File: src/rtl/intr_state_seq.sv
module intr_state_seq #(
  parameter int NSRC   = 32,
  parameter int NVM    = 3,
  parameter int SVC_ID = 2
) (
  input  logic                     clk,
  input  logic                     rst_n,
  input  logic [NSRC-1:0]          irq,
  input  logic                     vm_en,
  input  logic                     svc_req,
  input  logic                     mchk,
  input  logic                     ana_done,
  input  logic                     ret_req,
  input  logic                     recov_ok,
  output logic [1:0]               state,
  output logic [1:0]               bank,
  output logic [$clog2(NSRC)-1:0]  cause,
  output logic                     chg
);
  localparam int CW = $clog2(NSRC);
  localparam logic [1:0] S_USR = 2'd0, S_RSP = 2'd1, S_CTL = 2'd2, S_MCK = 2'd3;
  localparam logic [NSRC-1:0] VM_MASK = {{NVM{1'b1}}, {(NSRC-NVM){1'b0}}};
  localparam logic [CW-1:0] SVC_CODE = CW'(SVC_ID);

  logic [NSRC-1:0] eff;
  logic [CW-1:0]   win;
  logic [1:0]      nxt;
  logic [CW-1:0]   nxt_cause;

  assign eff = (irq & ~(vm_en ? '0 : VM_MASK)) | (NSRC'(svc_req) << SVC_ID);

  always_comb begin
    win = '0;
    for (int i = NSRC - 1; i >= 0; i--)
      if (eff[i]) win = CW'(i);
  end

  always_comb begin
    nxt = state;
    nxt_cause = cause;
    if (mchk) nxt = S_MCK;
    else case (state)
      S_USR: if (|eff) begin nxt = S_CTL; nxt_cause = win; end
      S_RSP: if (svc_req) begin nxt = S_CTL; nxt_cause = SVC_CODE; end
             else if (ret_req) nxt = S_USR;
      S_CTL: if (ana_done) nxt = S_RSP;
      default: if (svc_req) begin nxt = S_CTL; nxt_cause = SVC_CODE; end
               else if (ret_req && recov_ok) nxt = S_USR;
    endcase
  end

  always_ff @(posedge clk) begin
    if (!rst_n) begin
      state <= S_USR;
      cause <= '0;
      chg   <= 1'b0;
    end else begin
      state <= nxt;
      cause <= nxt_cause;
      chg   <= (nxt != state);
    end
  end

  assign bank = state;
endmodule

File: config.mk
export PLATFORM = sky130hd
export DESIGN_NAME = intr_state_seq
export DESIGN_NICKNAME = d
export VERILOG_FILES = /design/src/rtl/intr_state_seq.sv
export SDC_FILE = /design/constraint.sdc
export NUM_CORES = 1
export LEC_CHECK = 0
export CELL_PAD_IN_SITES_DETAIL_PLACEMENT = 1
export CELL_PAD_IN_SITES_GLOBAL_PLACEMENT = 1
export CORE_MARGIN = 5
export CORE_UTILIZATION = 25
export DETAILED_ROUTE_END_ITERATION = 12
export HOLD_SLACK_MARGIN = 0.08
export PLACE_DENSITY = 0.8
export SYNTH_ARGS = -nofsm -noshare
export SYNTH_HDL_FRONTEND = slang
export SYNTH_SLANG_ARGS = --single-unit
export TNS_END_PERCENT = 1
File: constraint.sdc
create_clock -name clk -period 1.8 [get_ports clk]
set_input_delay 0.36 -clock clk [delete_from_list [all_inputs] [get_ports clk]]
set_output_delay 0.36 -clock clk [all_outputs]
set_load 0.05 [all_outputs]
# Yosys cells after proc, flatten, opt, wreduce, memory -nomap -nowiden
# Index checks and enable logic that the tools add are counted.
[totals] elab_cells=61 out_inout_bits=10 input_bits=40 regBits=8
[op_classes] mux=44 n_reduce_logical=5 eq_ne=4 n_bitwise=5
[ops] op="$mux 5" n=34
[ops] op="$and 32x32->32" n=1
[ops] op="$mux 32" n=1
[ops] op="$not 32->32" n=1
[ops] op="$or 32x3->32" n=1
[ops] op="$reduce_or 32->1" n=1
[ops] op="$mux 2" n=7
[ops] op="$pmux 5 s2" n=1
[ops] op="$pmux 2 s3" n=1
[ops] op="$reduce_and 4->1" n=1
[ops] op="$eq 2x1->1 const B" n=1
[ops] op="$eq 2x2->1 const B" n=1
[ops] op="$logic_not 2->1" n=1
[ops] op="$ne 2x2->1" n=1
[ops] op="$ne 2x2->1 const B" n=1
[ops] op="$not 1->1" n=2
[ops] op="$reduce_bool 2->1" n=1
[ops] op="$logic_and 1x1->1" n=1

# Logic depth before layout (Yosys ltp)
# Gate-level depths: netlist of run 1.
[logic_depth] depth_word=38 depth_mapped=6 depth_no_buf=6

# Worst setup path after synthesis of run 1
# No wires, ideal clock.
[synth_timing] kind="input -> register" start="input irq[4]" end="register chg" setup_ns=0.115 path_stages=5 slack_ns=0.203 required_ns=1.685 path_buffers=0 t_arrival_ns=1.482 cell_sequence="nor4_2 > nand3_1 > o41ai_2 > a21oi_1 > o21a_1"
[synth_between] elab_chain_cells=7
[synth_lines] item="start: declaration" line_no="8" text="input logic [NSRC-1:0] irq,"
[synth_lines] item="$and 32x32->32" line_no="30" text="assign eff = (irq & ~(vm_en ? '0 : VM_MASK)) | (NSRC'(svc_req) << SVC_ID);"
[synth_lines] item="$or 32x3->32" line_no="30"
[synth_lines] item="$reduce_or 32->1" line_no="43" text="S_USR: if (|eff) begin nxt = S_CTL; nxt_cause = win; end"
[synth_lines] item="$mux 2" line_no="43"
[synth_lines] item="$pmux 2 s3" line_no="42" text="else case (state)"
[synth_lines] item="$mux 2" line_no="41" text="if (mchk) nxt = S_MCK;"
[synth_lines] item="$ne 2x2->1" line_no="60" text="chg <= (nxt != state);"
[synth_lines] item="end signal: assignment" line_no="60"
[synth_lines] item="end: declaration" line_no="18" text="output logic chg"
# No other way between the ends.
# A chain may end at the register's enable or synchronous reset.

# Worst setup path after layout of run 1
[layout_timing] start="input irq[17]" end="register chg"
# The elaborated chain is that of the path after synthesis.

==> metrics.yaml, run 1 <==
route:
  highest_layer: "met4"
  wl_met2_um: 2412
  wire_per_inst_um: 16.90
  drc: 0
  routed_via_density: 5.153
  met3_length_um: 230
  drt_iter0_drc: 75
  wl_um: 4309
  wl_met1_um: 1542
  first_pass_iters: 4
  ant_nets: 0
  vias: 1314
timing:
  fmax_mhz: 576.2
  max_slew_margin_pct: 72.92
  setup_slack_ns: 0.06441
  worstMarginPinSlew_ns: 0.4032
  min_period_ns: 1.736
  period_share_pct: 96.42
  rsz0062_at_grt: "false"
  skew_ns: 0.005362
  hold_violations: 0
  finalSetupViolations: 0
  drv_slew: 0
floorplanning:
  initial_core_util_pct: 25.56
  rows: 21
  die_y_um: 67.95
  coreArea_sq_um: 3284
  die_area_sq_um: 4617
  die_w_um: 67.95
  ioPinCount: 50
final_layout:
  final_core_util_pct: 55.92
  n_antenna_cell: 0
  final_cell_mix: "buf_4, dlygate4sd2_1, nor2_1, dlymetal6s2s_1"
  layout-drive-gt1-share_pct: 42.11
  fin_cells: 255
  final_nets: 251
  synthToLayoutAreaGrowth_pct: 118.8
  final_common_cell: "buf_4"
outcome:
  status: "finished clean"
placement:
  io_buffers: 49
  dp.cells: 245
  preCtsSetupSlack_ns: -0.4988
  gp_congestion: 0.8291
  hpwl_um: 3343
yosys:
  synth_ff_type: "dfxtp_1"
  synth_edf_count: 0
  synth_area_per_cell_sq_um: 7.496
  synthesis.area_sq_um: 839.6
  yosys_register_bits: 8
  async_reset_ff_share_pct: 0
  synth_warnings: 0
  synth_area_leaders: "dfxtp_1, nor4_2, a21oi_1"
  synth_cells: 112
  syn_nets: 152
  synth_cell_types: 40
  synth_top_cell_by_area: "dfxtp_1"
  synth_top_area_share_pct: 19.08
  synth-seq-area-share_pct: 19.08
cts:
  clkLatencyLatePin_ns: 0.26
  path_clk_slew_ns: 0.06
  cts_max_path_buffers: 2
  root_buffer: "clkbuf_4"
  cts_tree: "built"
  cts_buffers: 3
  ctsHtreeMaxLevel: 1
  clock-sinks: 8
grt:
  gr-total-overflow: 0
  grt_pass1_vias: 1493
  grt_max_degree: 10
  track_usage_pct: 19.78
  grt_pass1_wl_um: 7010
  antenna_found_initial: 0
min_path:
  hold_depth: 2
  hold_path_end: "cause[3]"
  min_from: "cause[3]"
  min_path_type: "reg2reg"
power_and_ir_drop:
  comb_power_share_pct: 51.6
  pwr-share-seq_pct: 28.0
  power_density_nw_per_um2: 377.6
  power.share.clock_pct: 20.4
  power_leakage_nw: 0.8766
  swShare_pct: 37.33
  irDropWorstVdd_v: 0.0001150
  p_sw_mw: 0.2590
  intPower_mw: 0.4347
worst_setup_path:
  worst-path-max-fanout: 3
  worstRegToRegCells: 4
  crit_type: "in2reg"
  worstReg2RegEnd: "cause[0]"
  arrival_ns: 1.88
  startpoint_type: "primary input"
  cp-end-kind: "register"
  required_ns: 1.95
  r2r-start: "bank[0]"
  r2r_slack_ns: 0.30
job:
  cap_violations: 0
[logic make-up (layout without fill, tap and decap cells)]
group / Yosys count / count (layout) / share of synthesized area [%]
AOI/OAI and AO/OA: 38 / 38 / 31.89
muxes: 2 / 2 / 2.385
DFF: 8 / 8 / 19.08
buffers and inverters: 11 / 108 / 5.811
and+or+nand+nor: 53 / 53 / 40.83
[area by class of cell]
class / instances / area (sq um)
tap: 46 / 57.56
inverter: 9 / 33.78
fill: 401 / 1448
multi-input combinational: 93 / 753.2
timing repair buffer: 96 / 809.5
sequential: 8 / 160.2
clock buffer: 3 / 22.52
[critical path, stage by stage]
cell and delay [ns]:
clkdlybuf4s15_1 0.21, nor4_4 0.37, o2111ai_4 0.22, buf_6 0.17, o41ai_4 0.26, a21oi_2 0.08
o21a_1 0.19
[cells in the mapped netlist (3+ instances only)]
cell	count
o21bai_1	3
nand2_1	5
nor3_1	5
nor4_1	4
a21oi_1	10
inv_1	9
o21ai_0	6
nor2_1	13
nor4_2	6
nor2b_1	3
dfxtp_1	8
nand3_1	3
[how the worst max path moves through the flow]
stage,slack (ns),cells past startpoint,end,from
detailed placement,-0.50,7,cause[0],irq[28]
global route,0.01,7,bank[1],irq[23]
finish,0.06,7,chg,irq[17]
floorplan,0.20,5,chg,irq[4]
CTS,-0.04,6,chg,irq[4]
global placement,-0.40,7,cause[0],irq[30]
[power by group through the flow]
stage,clock [mW],sequential [mW],combinational [mW]
floorplan,0,0.228,0.0889
global placement,0,0.196,0.325
detailed placement,0,0.197,0.340
CTS,0.146,0.193,0.343
global route,0.151,0.195,0.383
finish,0.141,0.194,0.358
[metrics by stage]
step	hold slack, ns	TNS [ns]	instance area (sq um)	power (mW)
finish	0.4822	0	1837	0.6936
global route	0.5035	0	1837	0.7284
CTS	0.4848	-0.04154	1755	0.6824
detailed placement	0.4723	-3.102	1648	0.5369
global placement	0.4677	-2.336	1648	0.5217
floorplan	0.4776	0	839.6	0.3172
[registers in the layout (all words and copies together), names as in the netlist]
| signal | count |
|---|---|
| bank | 2 |
| chg | 1 |
| cause | 5 |
[per-layer routing]
metal  vias up  GRT usage, %
met1       614         19.63
met5         -             0
li1        635             -
met4         0         7.444
met3        14         2.791
met2        51         40.31
[what timing repair did]
item,in CTS,in global routing
hold buffers,0,0
setup buffers,4,3
gates resized for setup,36,32
pin swaps,15,16
endpoints found under the setup margin,7,7
Note: power is estimated with default switching activity, not from simulation.
==> run 2: changes to the inputs <==
--- a/config.mk
+++ b/config.mk
@@ -5,7 +5,7 @@
 export SDC_FILE = /design/constraint.sdc
 export NUM_CORES = 1
 export LEC_CHECK = 0
-export CELL_PAD_IN_SITES_DETAIL_PLACEMENT = 1
+export CELL_PAD_IN_SITES_DETAIL_PLACEMENT = 0
 export CELL_PAD_IN_SITES_GLOBAL_PLACEMENT = 1
 export CORE_MARGIN = 5
 export CORE_UTILIZATION = 25
==> metrics.yaml, run 2 (synthesized netlist as in run 1, its figures left out) <==
worst_setup_path:
  worst-path-max-fanout: 5
  slowest_delay_ns: 0.29
  worstReg2RegEnd: "cause[0]"
  required_ns: 1.99
  cpLargestDelayFamily: "simple AND/OR/NAND/NOR gates"
  crit_type: "in2reg"
  cp_num_buf_inv: 2
  startpoint_type: "primary input"
  cp-end-kind: "register"
  r2r-start: "bank[1]"
  r2r_slack_ns: 0.40
  arrival_ns: 1.88
  worstRegToRegCells: 6
  path_cells: "dlygate4sd2_1 > nor4_1 > buf_4 > o2111ai_4 > nor3_4 > nor4_4 > nand2b_1 > a21oi_2"
  slowest_stage: "nor4_1"
floorplanning:
  ioPinCount: 50
  coreArea_sq_um: 3284
  rows: 21
  die_area_sq_um: 4617
  die_y_um: 67.95
  die_w_um: 67.95
  initial_core_util_pct: 25.56
placement:
  placed_area_sq_um: 1648
  preCtsSetupSlack_ns: -0.4333
  gp_congestion: 0.8291
  hpwl_um: 2734
  io_buffers: 49
timing:
  min_period_ns: 1.692
  finalSetupViolations: 0
  hold_violations: 0
  fin_tns_setup_ns: 0
  period_share_pct: 94.00
  drv_slew: 0
  setup_slack_ns: 0.1080
  max_slew_margin_pct: 75.33
  skew_ns: 0.001583
  worstMarginPinSlew_ns: 0.3607
  fmax_mhz: 591.0
cts:
  cts_hold_buf: 0
  clock-sinks: 8
  clkLatencyLatePin_ns: 0.25
  root_buffer: "clkbuf_4"
  cts_max_path_buffers: 2
  ctsHtreeMaxLevel: 1
  path_clk_slew_ns: 0.05
  cts_buffers: 3
  cts_tree: "built"
route:
  first_pass_iters: 4
  drt_iter0_drc: 43
  drc: 0
  wire_per_inst_um: 13.10
  routed_via_density: 4.879
  vias: 1249
  ant_nets: 0
  wl_um: 3354
final_layout:
  n_antenna_cell: 0
  n_fill_cell: 328
  fin_area_sq_um: 1817
  final_nets: 252
  largest_register_ffs: 5
  synthToLayoutAreaGrowth_pct: 116.4
  seq_area_sq_um: 160.2
  final_core_util_pct: 55.31
  regMostFlops: "cause"
  layout-drive-gt1-share_pct: 40.48
  final_common_cell: "buf_4"
  multi_input_area_sq_um: 730.7
  final_cell_mix: "buf_4, dlygate4sd2_1, nor2_1"
grt:
  antenna_found_initial: 0
  grt_pass1_vias: 1338
  track_usage_pct: 15.19
  grt_pass1_wl_um: 5499
  grt_max_degree: 10
  gr-total-overflow: 0
power_and_ir_drop:
  p_total_mw: 0.6704
  power_density_nw_per_um2: 369.0
  power_leakage_nw: 0.8899
  irDropWorstVdd_v: 0.0001575
min_path:
  hold_depth: 2
  min_from: "cause[2]"
  min_path_type: "reg2reg"
  hold_path_end: "cause[2]"
job:
  cap_violations: 0
outcome:
  status: "finished clean"
[run 2: cell types whose count changed in the layout (fill, tap and decap cells not counted), moves of 2 or more]
cell	change
nor2_2	-3
clkdlybuf4s15_1	-4
dlygate4sd2_1	+2
nor2_1	+3
nor4_1	+2
nor4_2	-2
[run 2: area by class of cell]
class                           instances  area share, %
Tap cell                               46          3.168
Multi-Input combinational cell         93          40.22
Sequential cell                         8          8.815
Timing Repair Buffer                   97          44.70
Inverter                                9          1.860
Clock buffer                            3          1.240
[run 2: repair_timing]
item,4_1_cts,5_1_grt
endpoints found under the hold margin,0,0
pin swaps,15,13
endpoints found under the setup margin,6,7
gates resized for setup,34,27
buffers inserted,5,3
[run 2: metrics by stage]
| step | hold WS (ns) | instances |
|---|---|---|
| 6_report | 0.4847 | 256 |
| 5_1_grt | 0.5116 | 256 |
| 4_1_cts | 0.4851 | 253 |
| 3_5_place_dp | 0.4741 | 245 |
| 3_3_place_gp | 0.4677 | 245 |
| 2_1_floorplan | 0.4776 | 112 |
[run 2: layer usage]
metal	share of wire [%]	GRT usage (%)	routed length, um
met1	38	16.49	1285
met2	52	29.00	1745
met3	6.9	2.135	233
met4	2.7	6.203	91
met5	0	0	0
[run 2: how the worst max path moves through the flow]
| stage | start | slack, ns | depth (start not counted) | endpoint |
|---|---|---|---|---|
| 2_1_floorplan | irq[4] | 0.20 | 5 | chg |
| 3_3_place_gp | irq[30] | -0.40 | 7 | cause[0] |
| 3_5_place_dp | irq[30] | -0.43 | 7 | cause[0] |
| 4_1_cts | irq[16] | 0.01 | 6 | cause[1] |
| 5_1_grt | irq[24] | -0.02 | 7 | cause[2] |
| 6_report | irq[24] | 0.11 | 8 | cause[3] |
[run 2: worst reg2reg max path, cell delays in order (launching register included)]
cell and delay (ns):
dfxtp_1 0.30, buf_4 0.16, inv_1 0.07, nor2_1 0.08, nor4_4 0.39, nor2_1 0.09
a41o_1 0.20
[run 2: where the power goes]
| part | leakage, nW | internal, mW | switching (mW) |
|---|---|---|---|
| clock network | 0.0138 | 0.0763 | 0.0613 |
| logic | 0.810 | 0.170 | 0.171 |
| registers | 0.0658 | 0.186 | 0.00651 |
